==> src/rtl/exc_ctl_pkg.sv <==
package exc_ctl_pkg;

    localparam int XLEN     = 32;
    localparam int NUM_LVL  = 5;
    localparam int CODE_W   = 5;
    localparam int LVL_LSB  = 8;
    localparam int CODE_LSB = 2;
    localparam int STACK_W  = 6;

    typedef struct packed {
        logic ku;
        logic ie;
    } mode_pair_t;

    typedef struct packed {
        mode_pair_t old_p;
        mode_pair_t prev_p;
        mode_pair_t cur_p;
    } mode_stack_t;

    typedef enum logic [1:0] {
        STK_HOLD = 2'd0,
        STK_PUSH = 2'd1,
        STK_POP  = 2'd2,
        STK_LOAD = 2'd3
    } stack_op_e;

    function automatic mode_stack_t stack_push(input mode_stack_t s);
        mode_stack_t r;
        r.old_p  = s.prev_p;
        r.prev_p = s.cur_p;
        r.cur_p  = '0;
        return r;
    endfunction

    function automatic mode_stack_t stack_pop(input mode_stack_t s);
        mode_stack_t r;
        r.old_p  = s.old_p;
        r.prev_p = s.old_p;
        r.cur_p  = s.prev_p;
        return r;
    endfunction

    function automatic logic [XLEN-1:0] pack_status(input logic [NUM_LVL-1:0] mask,
                                                    input mode_stack_t stk);
        logic [XLEN-1:0] w;
        w = '0;
        w[LVL_LSB +: NUM_LVL] = mask;
        w[STACK_W-1:0]        = stk;
        return w;
    endfunction

    function automatic logic [XLEN-1:0] pack_cause(input logic [NUM_LVL-1:0] pend,
                                                   input logic [CODE_W-1:0] code);
        logic [XLEN-1:0] w;
        w = '0;
        w[LVL_LSB +: NUM_LVL]  = pend;
        w[CODE_LSB +: CODE_W]  = code;
        return w;
    endfunction

endpackage

==> src/rtl/exc_mode_stack.sv <==
module exc_mode_stack
    import exc_ctl_pkg::*;
(
    input  logic        clk,
    input  logic        rst,
    input  stack_op_e   op,
    input  mode_stack_t load_val,
    output mode_stack_t stk
);

    mode_stack_t stk_next;

    always_comb begin
        unique case (op)
            STK_PUSH: stk_next = stack_push(stk);
            STK_POP:  stk_next = stack_pop(stk);
            STK_LOAD: stk_next = load_val;
            default:  stk_next = stk;
        endcase
    end

    always_ff @(posedge clk) begin
        if (rst) stk <= '0;
        else     stk <= stk_next;
    end

    AST_PUSH_SHIFT: assert property (@(posedge clk) disable iff (rst)
        (op == STK_PUSH) |=> (stk[5:2] == $past(stk[3:0])) && (stk[1:0] == 2'b00));

    AST_POP_SHIFT: assert property (@(posedge clk) disable iff (rst)
        (op == STK_POP) |=> (stk[3:0] == $past(stk[5:2])) && (stk[5:4] == $past(stk[5:4])));

    AST_HOLD_STACK: assert property (@(posedge clk) disable iff (rst)
        (op == STK_HOLD) |=> $stable(stk));

endmodule

==> src/rtl/exc_pending_latch.sv <==
module exc_pending_latch #(
    parameter int NUM_LVL = exc_ctl_pkg::NUM_LVL
) (
    input  logic               clk,
    input  logic               rst,
    input  logic [NUM_LVL-1:0] irq_i,
    input  logic               load,
    input  logic [NUM_LVL-1:0] load_val,
    output logic [NUM_LVL-1:0] pend
);

    for (genvar g = 0; g < NUM_LVL; g++) begin : g_lvl
        always_ff @(posedge clk) begin
            if (rst)           pend[g] <= 1'b0;
            else if (irq_i[g]) pend[g] <= 1'b1;
            else if (load)     pend[g] <= load_val[g];
        end
    end

    AST_PEND_CAPTURE: assert property (@(posedge clk) disable iff (rst)
        (irq_i != '0) |=> ((pend & $past(irq_i)) == $past(irq_i)));

    AST_PEND_STICKY: assert property (@(posedge clk) disable iff (rst)
        (!load) |=> ((pend & $past(pend)) == $past(pend)));

endmodule

==> src/rtl/exc_ctl.sv <==
module exc_ctl
    import exc_ctl_pkg::*;
#(
    parameter int NUM_LVL_P = NUM_LVL,
    parameter int CODE_W_P  = CODE_W
) (
    input  logic                 clk,
    input  logic                 rst,
    input  logic [NUM_LVL_P-1:0] irq_i,
    input  logic                 exc_req,
    input  logic [CODE_W_P-1:0]  exc_code,
    input  logic                 eret_req,
    input  logic                 reg_wr,
    input  logic                 reg_sel,
    input  logic [XLEN-1:0]      wr_data,
    output logic [XLEN-1:0]      rd_data,
    output logic [XLEN-1:0]      status_o,
    output logic [XLEN-1:0]      cause_o,
    output logic                 user_mode,
    output logic                 irq_take
);

    logic                 wr_ok;
    logic                 status_wr;
    logic                 cause_wr;
    stack_op_e            stk_op;
    mode_stack_t          stk;
    logic [NUM_LVL_P-1:0] mask_q;
    logic [NUM_LVL_P-1:0] pend;
    logic [CODE_W_P-1:0]  code_q;

    assign wr_ok     = reg_wr && !exc_req && !eret_req;
    assign status_wr = wr_ok && !reg_sel;
    assign cause_wr  = wr_ok && reg_sel;

    always_comb begin
        if (exc_req)        stk_op = STK_PUSH;
        else if (eret_req)  stk_op = STK_POP;
        else if (status_wr) stk_op = STK_LOAD;
        else                stk_op = STK_HOLD;
    end

    exc_mode_stack u_stack (
        .clk      (clk),
        .rst      (rst),
        .op       (stk_op),
        .load_val (mode_stack_t'(wr_data[STACK_W-1:0])),
        .stk      (stk)
    );

    exc_pending_latch #(.NUM_LVL(NUM_LVL_P)) u_pend (
        .clk      (clk),
        .rst      (rst),
        .irq_i    (irq_i),
        .load     (cause_wr),
        .load_val (wr_data[LVL_LSB +: NUM_LVL_P]),
        .pend     (pend)
    );

    always_ff @(posedge clk) begin
        if (rst)            mask_q <= '0;
        else if (status_wr) mask_q <= wr_data[LVL_LSB +: NUM_LVL_P];
    end

    always_ff @(posedge clk) begin
        if (rst)           code_q <= '0;
        else if (exc_req)  code_q <= exc_code;
        else if (cause_wr) code_q <= wr_data[CODE_LSB +: CODE_W_P];
    end

    assign status_o  = pack_status(mask_q, stk);
    assign cause_o   = pack_cause(pend, code_q);
    assign rd_data   = reg_sel ? cause_o : status_o;
    assign user_mode = stk.cur_p.ku;
    assign irq_take  = stk.cur_p.ie && ((pend & mask_q) != '0);

    AST_EXC_BLOCKS_TAKE: assert property (@(posedge clk) disable iff (rst)
        exc_req |=> !irq_take && !user_mode);

    AST_CODE_HOLD: assert property (@(posedge clk) disable iff (rst)
        (!exc_req && !cause_wr) |=> $stable(code_q));

    AST_DROP_WRITE: assert property (@(posedge clk) disable iff (rst)
        (reg_wr && (exc_req || eret_req)) |=> $stable(mask_q));

    AST_EXC_CODE: assert property (@(posedge clk) disable iff (rst)
        exc_req |=> (code_q == $past(exc_code)));

endmodule

==> config.mk <==
export PLATFORM = sky130hd
export DESIGN_NAME = exc_ctl
export DESIGN_NICKNAME = d
export VERILOG_FILES = /design/src/rtl/exc_ctl_pkg.sv /design/src/rtl/exc_mode_stack.sv /design/src/rtl/exc_pending_latch.sv /design/src/rtl/exc_ctl.sv
export SDC_FILE = /design/constraint.sdc
export NUM_CORES = 1
export LEC_CHECK = 0
export BUFFER_PORTS_ARGS = -buffer_cell sky130_fd_sc_hd__clkbuf_2
export CORE_ASPECT_RATIO = 0.8
export CORE_UTILIZATION = 34
export DETAILED_ROUTE_END_ITERATION = 7
export PLACE_DENSITY = 0.89
export SLEW_MARGIN = 40
export SYNTH_ARGS = -nofsm -noshare
export SYNTH_HDL_FRONTEND = slang
export SYNTH_SLANG_ARGS = --single-unit
==> constraint.sdc <==
create_clock -name clk -period 1.3 [get_ports clk]
set_clock_uncertainty 0.15 [all_clocks]
set_input_delay 0.26 -clock clk [delete_from_list [all_inputs] [get_ports clk]]
set_output_delay 0.26 -clock clk [all_outputs]
set_load 0.005 [all_outputs]
==> impl_metrics.toml <==
[power_and_ir_drop]
finalPower_w = 0.00161
p_per_area_nw_per_um2 = 733
seqPwrFrac_pct = 43.9
p_int_w = 0.00115
vdd_drop_max_mv = 0.604
p_sw_w = 0.000462
p_clk_share_pct = 27.1
power.share.switching_pct = 28.7
power_frac_comb_pct = 29.0
p_leak_nw = 1.13

[clocking]
clkSlewWorstSetupHoldPaths_ps = 80
clkLatencyLatePin_ps = 260
ctsHoldBuffers = 0
cts_sinks = 21
cts_buffers = 3
clockBufferDepth = 2
h-tree-depth = 1
clock-root-buffer = "clkbuf_8"
cts_tree = "built"

[layout]
syn_to_final_growth_pct = 38.8
multi_input_area_sq_um = 863
antennaDiodeCount = 0
nFillCells = 436
drive_gt1_share_pct = 51.6
seqCellArea_sq_um = 455
fin_area_sq_um = 2190
finalNonFillerCells = 336
fin_nets = 328

[critical_path]
cp-start-kind = "register"
critical_path.top_delay_family = "compound AO/OA/AOI/OAI gates"
worstPathMaxFanout = 2
criticalPathCategory = "register to output port"
reg2regPathDepth = 5
max_stage_delay_ps = 410
reg2reg_to = "u_pend.pend[0]"
ff2ff_setup_slack_ps = 100
rr_startpoint = "u_pend.pend[0]"
crit_required_ps = 890
worst_ep_arrival_time_ps = 1250
crit_path_end_kind = "output port"
slowest_stage = "a222oi_1"
crit_buf_inv = 1
cp_cell_sequence = "a222oi_1 -> a21boi_1 -> buf_2"

[floorplanning]
core_sq_um = 4310
die_h_um = 63
num_rows = 21
dieArea_sq_um = 4930
die_x_um = 78.3
io_pins = 146
initial_core_util_pct = 36.7

[synth]
ys_warn_count = 0
postSynthAreaPerCell_sq_um = 8.69
synthCells = 182
netlist_area_sq_um = 1580
yosysSeqAreaShare_pct = 26.6
synth_cell_types = 28
synth_seq_cells = 21

[status]
violations = "negative setup slack"
status = "finished, violations left"

[min_path]
holdCritStartpoint = "wr_data[11]"
min_to = "mask_q[3]"
hp-class = "primary input to register"
min_path_cells = 3

[sta]
finalHoldViolCount = 0
finalCriticalPeriod_ps = 1660
max_freq_mhz = 602
whs_ps = 107
rsz0062_at_grt = "yes"
drv_slew = 0
finalCritPeriodShare_pct = 128
setup_ws_ps = -360
setup-violations-final = 15

[route]
ant_nets = 0
vias_per_cell = 4.36
first_iter_violations = 49
drc = 0
wire_per_inst_um = 13.1
firstDrtPassIters = 4
drt-total-wl_mm = 4.39
vias = 1465

[grt]
antenna_found_initial = 0
grt_remaining_overflow = 0
grt_pass1_wl_mm = 6.42
grt_pass1_vias = 1316
grt_max_degree = 16
grt_usage_pct = 16.8

[placement]
dp_hpwl_mm = 3.20
gp_congestion = 0.858
portBuffers = 62
place_area_sq_um = 1850
dp_cells = 314

[run]
max_cap_viol_count = 0
[stage by stage]
stage               util [%]  worst slack (ps)  setup TNS, ps
floorplan                  -              2.05              0
global placement        42.9              -173          -3510
detailed placement      42.9              -177          -3940
CTS                     48.6              -351          -1420
global route            50.9              -405          -2160
finish                  50.9              -360          -1610
[cells in the final DEF, fill, tap and decap left out, types with 3 or more instances in the layout]
| cell | Yosys | layout |
|---|---|---|
| a21oi_1 | 11 | 11 |
| a22oi_1 | 8 | 8 |
| and4bb_2 | 3 | 3 |
| buf_4 | 66 | 30 |
| buf_6 | 2 | 15 |
| clkbuf_2 | 0 | 55 |
| clkbuf_8 | 0 | 3 |
| conb_1 | 1 | 63 |
| dfxtp_2 | 0 | 16 |
| dfxtp_4 | 0 | 4 |
| mux2_2 | 9 | 5 |
| mux2_4 | 0 | 4 |
| mux2i_1 | 5 | 5 |
| nand3_1 | 7 | 7 |
| nor2_1 | 6 | 6 |
| nor3_1 | 15 | 15 |
[power by group through the flow]
stage	logic (W)	registers, W	clock network [W]
finish	0.000466	0.000706	0.000436
global route	0.000506	0.000710	0.000479
CTS	0.000425	0.000709	0.000448
detailed placement	0.000362	0.000724	0
global placement	0.000353	0.000721	0
floorplan	0.000320	0.000723	0
[routing by layer]
metal  part of all wire, %  GRT usage, %  routed length, um
met1                    43          20.6               1870
met5                     0             0                  0
met3                   5.1          3.80                222
met4                  0.71          3.01                 31
met2                    51          29.9               2260
[area by class of cell]
type | instances | area share (%)
flip-flops and latches | 21 | 20.8
repair buffers | 105 | 34.3
well taps | 57 | 3.25
inverters | 2 | 0.342
clock buffers | 4 | 2.05
multi-input cells | 147 | 39.3
[worst register-to-register path: stages, from the launching register on]
cell,delay [ps]
dfxtp_2,330
buf_6,110
buf_6,110
buf_4,120
nor3_1,170
nor3_1,80
[registers in the layout, indices dropped and copies added, names as in the netlist]
register / cells
u_stack.stk: 6
code_q: 5
mask_q: 5
u_pend.pend: 5
[logic make-up (layout without fill, tap and decap cells)]
kind of cell	Yosys count	in the layout	share of synthesized area [%]
flip-flops	21	21	26.6
buffers and inverters	76	111	35.0
other	1	63	0.237
AND/OR/NAND/NOR	41	41	16.1
AO/OA/AOI/OAI	29	29	12.5
multiplexers	14	14	9.57
[what timing repair did]
action,4_1_cts,5_1_grt
gates resized for setup,36,19
setup endpoints to repair,12,16
buffers inserted,11,9
hold endpoints to repair,0,0
pin swaps,1,2
cloned,1,0
[cells in the mapped netlist]
| cell type | instances | area [sq um] |
|---|---|---|
| buf_4 | 66 | 495 |
| dfxtp_1 | 21 | 420 |
| nor3_1 | 15 | 75.1 |
| a21oi_1 | 11 | 55.1 |
| mux2_2 | 9 | 101 |
| a22oi_1 | 8 | 60.1 |
| nand3_1 | 7 | 35.0 |
| nor2_1 | 6 | 22.5 |
| mux2i_1 | 5 | 50.1 |
| buf_2 | 4 | 20.0 |
| and4bb_2 | 3 | 37.5 |
| nor2b_1 | 3 | 18.8 |
| a21o_2 | 2 | 17.5 |
| a32oi_1 | 2 | 17.5 |
| buf_6 | 2 | 22.5 |
| clkbuf_1 | 2 | 7.51 |
| inv_1 | 2 | 7.51 |
| nand3b_1 | 2 | 15.0 |
| o22ai_1 | 2 | 12.5 |
| o41ai_1 | 2 | 17.5 |
| a21boi_0 | 1 | 7.51 |
| a222oi_1 | 1 | 10.0 |
| and2_1 | 1 | 6.26 |
| conb_1 | 1 | 3.75 |
| nand2_1 | 1 | 3.75 |
| nand2b_1 | 1 | 6.26 |
| nand4bb_1 | 1 | 11.3 |
| nor4b_4 | 1 | 23.8 |
[worst max path at each step]
stage,start,to,slack [ps],cells after the start
2_1_floorplan,eret_req,mask_q[0],2,5
3_3_place_gp,exc_req,mask_q[0],-170,5
3_5_place_dp,exc_req,mask_q[4],-180,5
4_1_cts,mask_q[3],irq_take,-350,3
5_1_grt,u_pend.pend[3],irq_take,-410,3
6_report,u_pend.pend[3],irq_take,-360,3
Note: power is estimated with default switching activity, not from simulation.
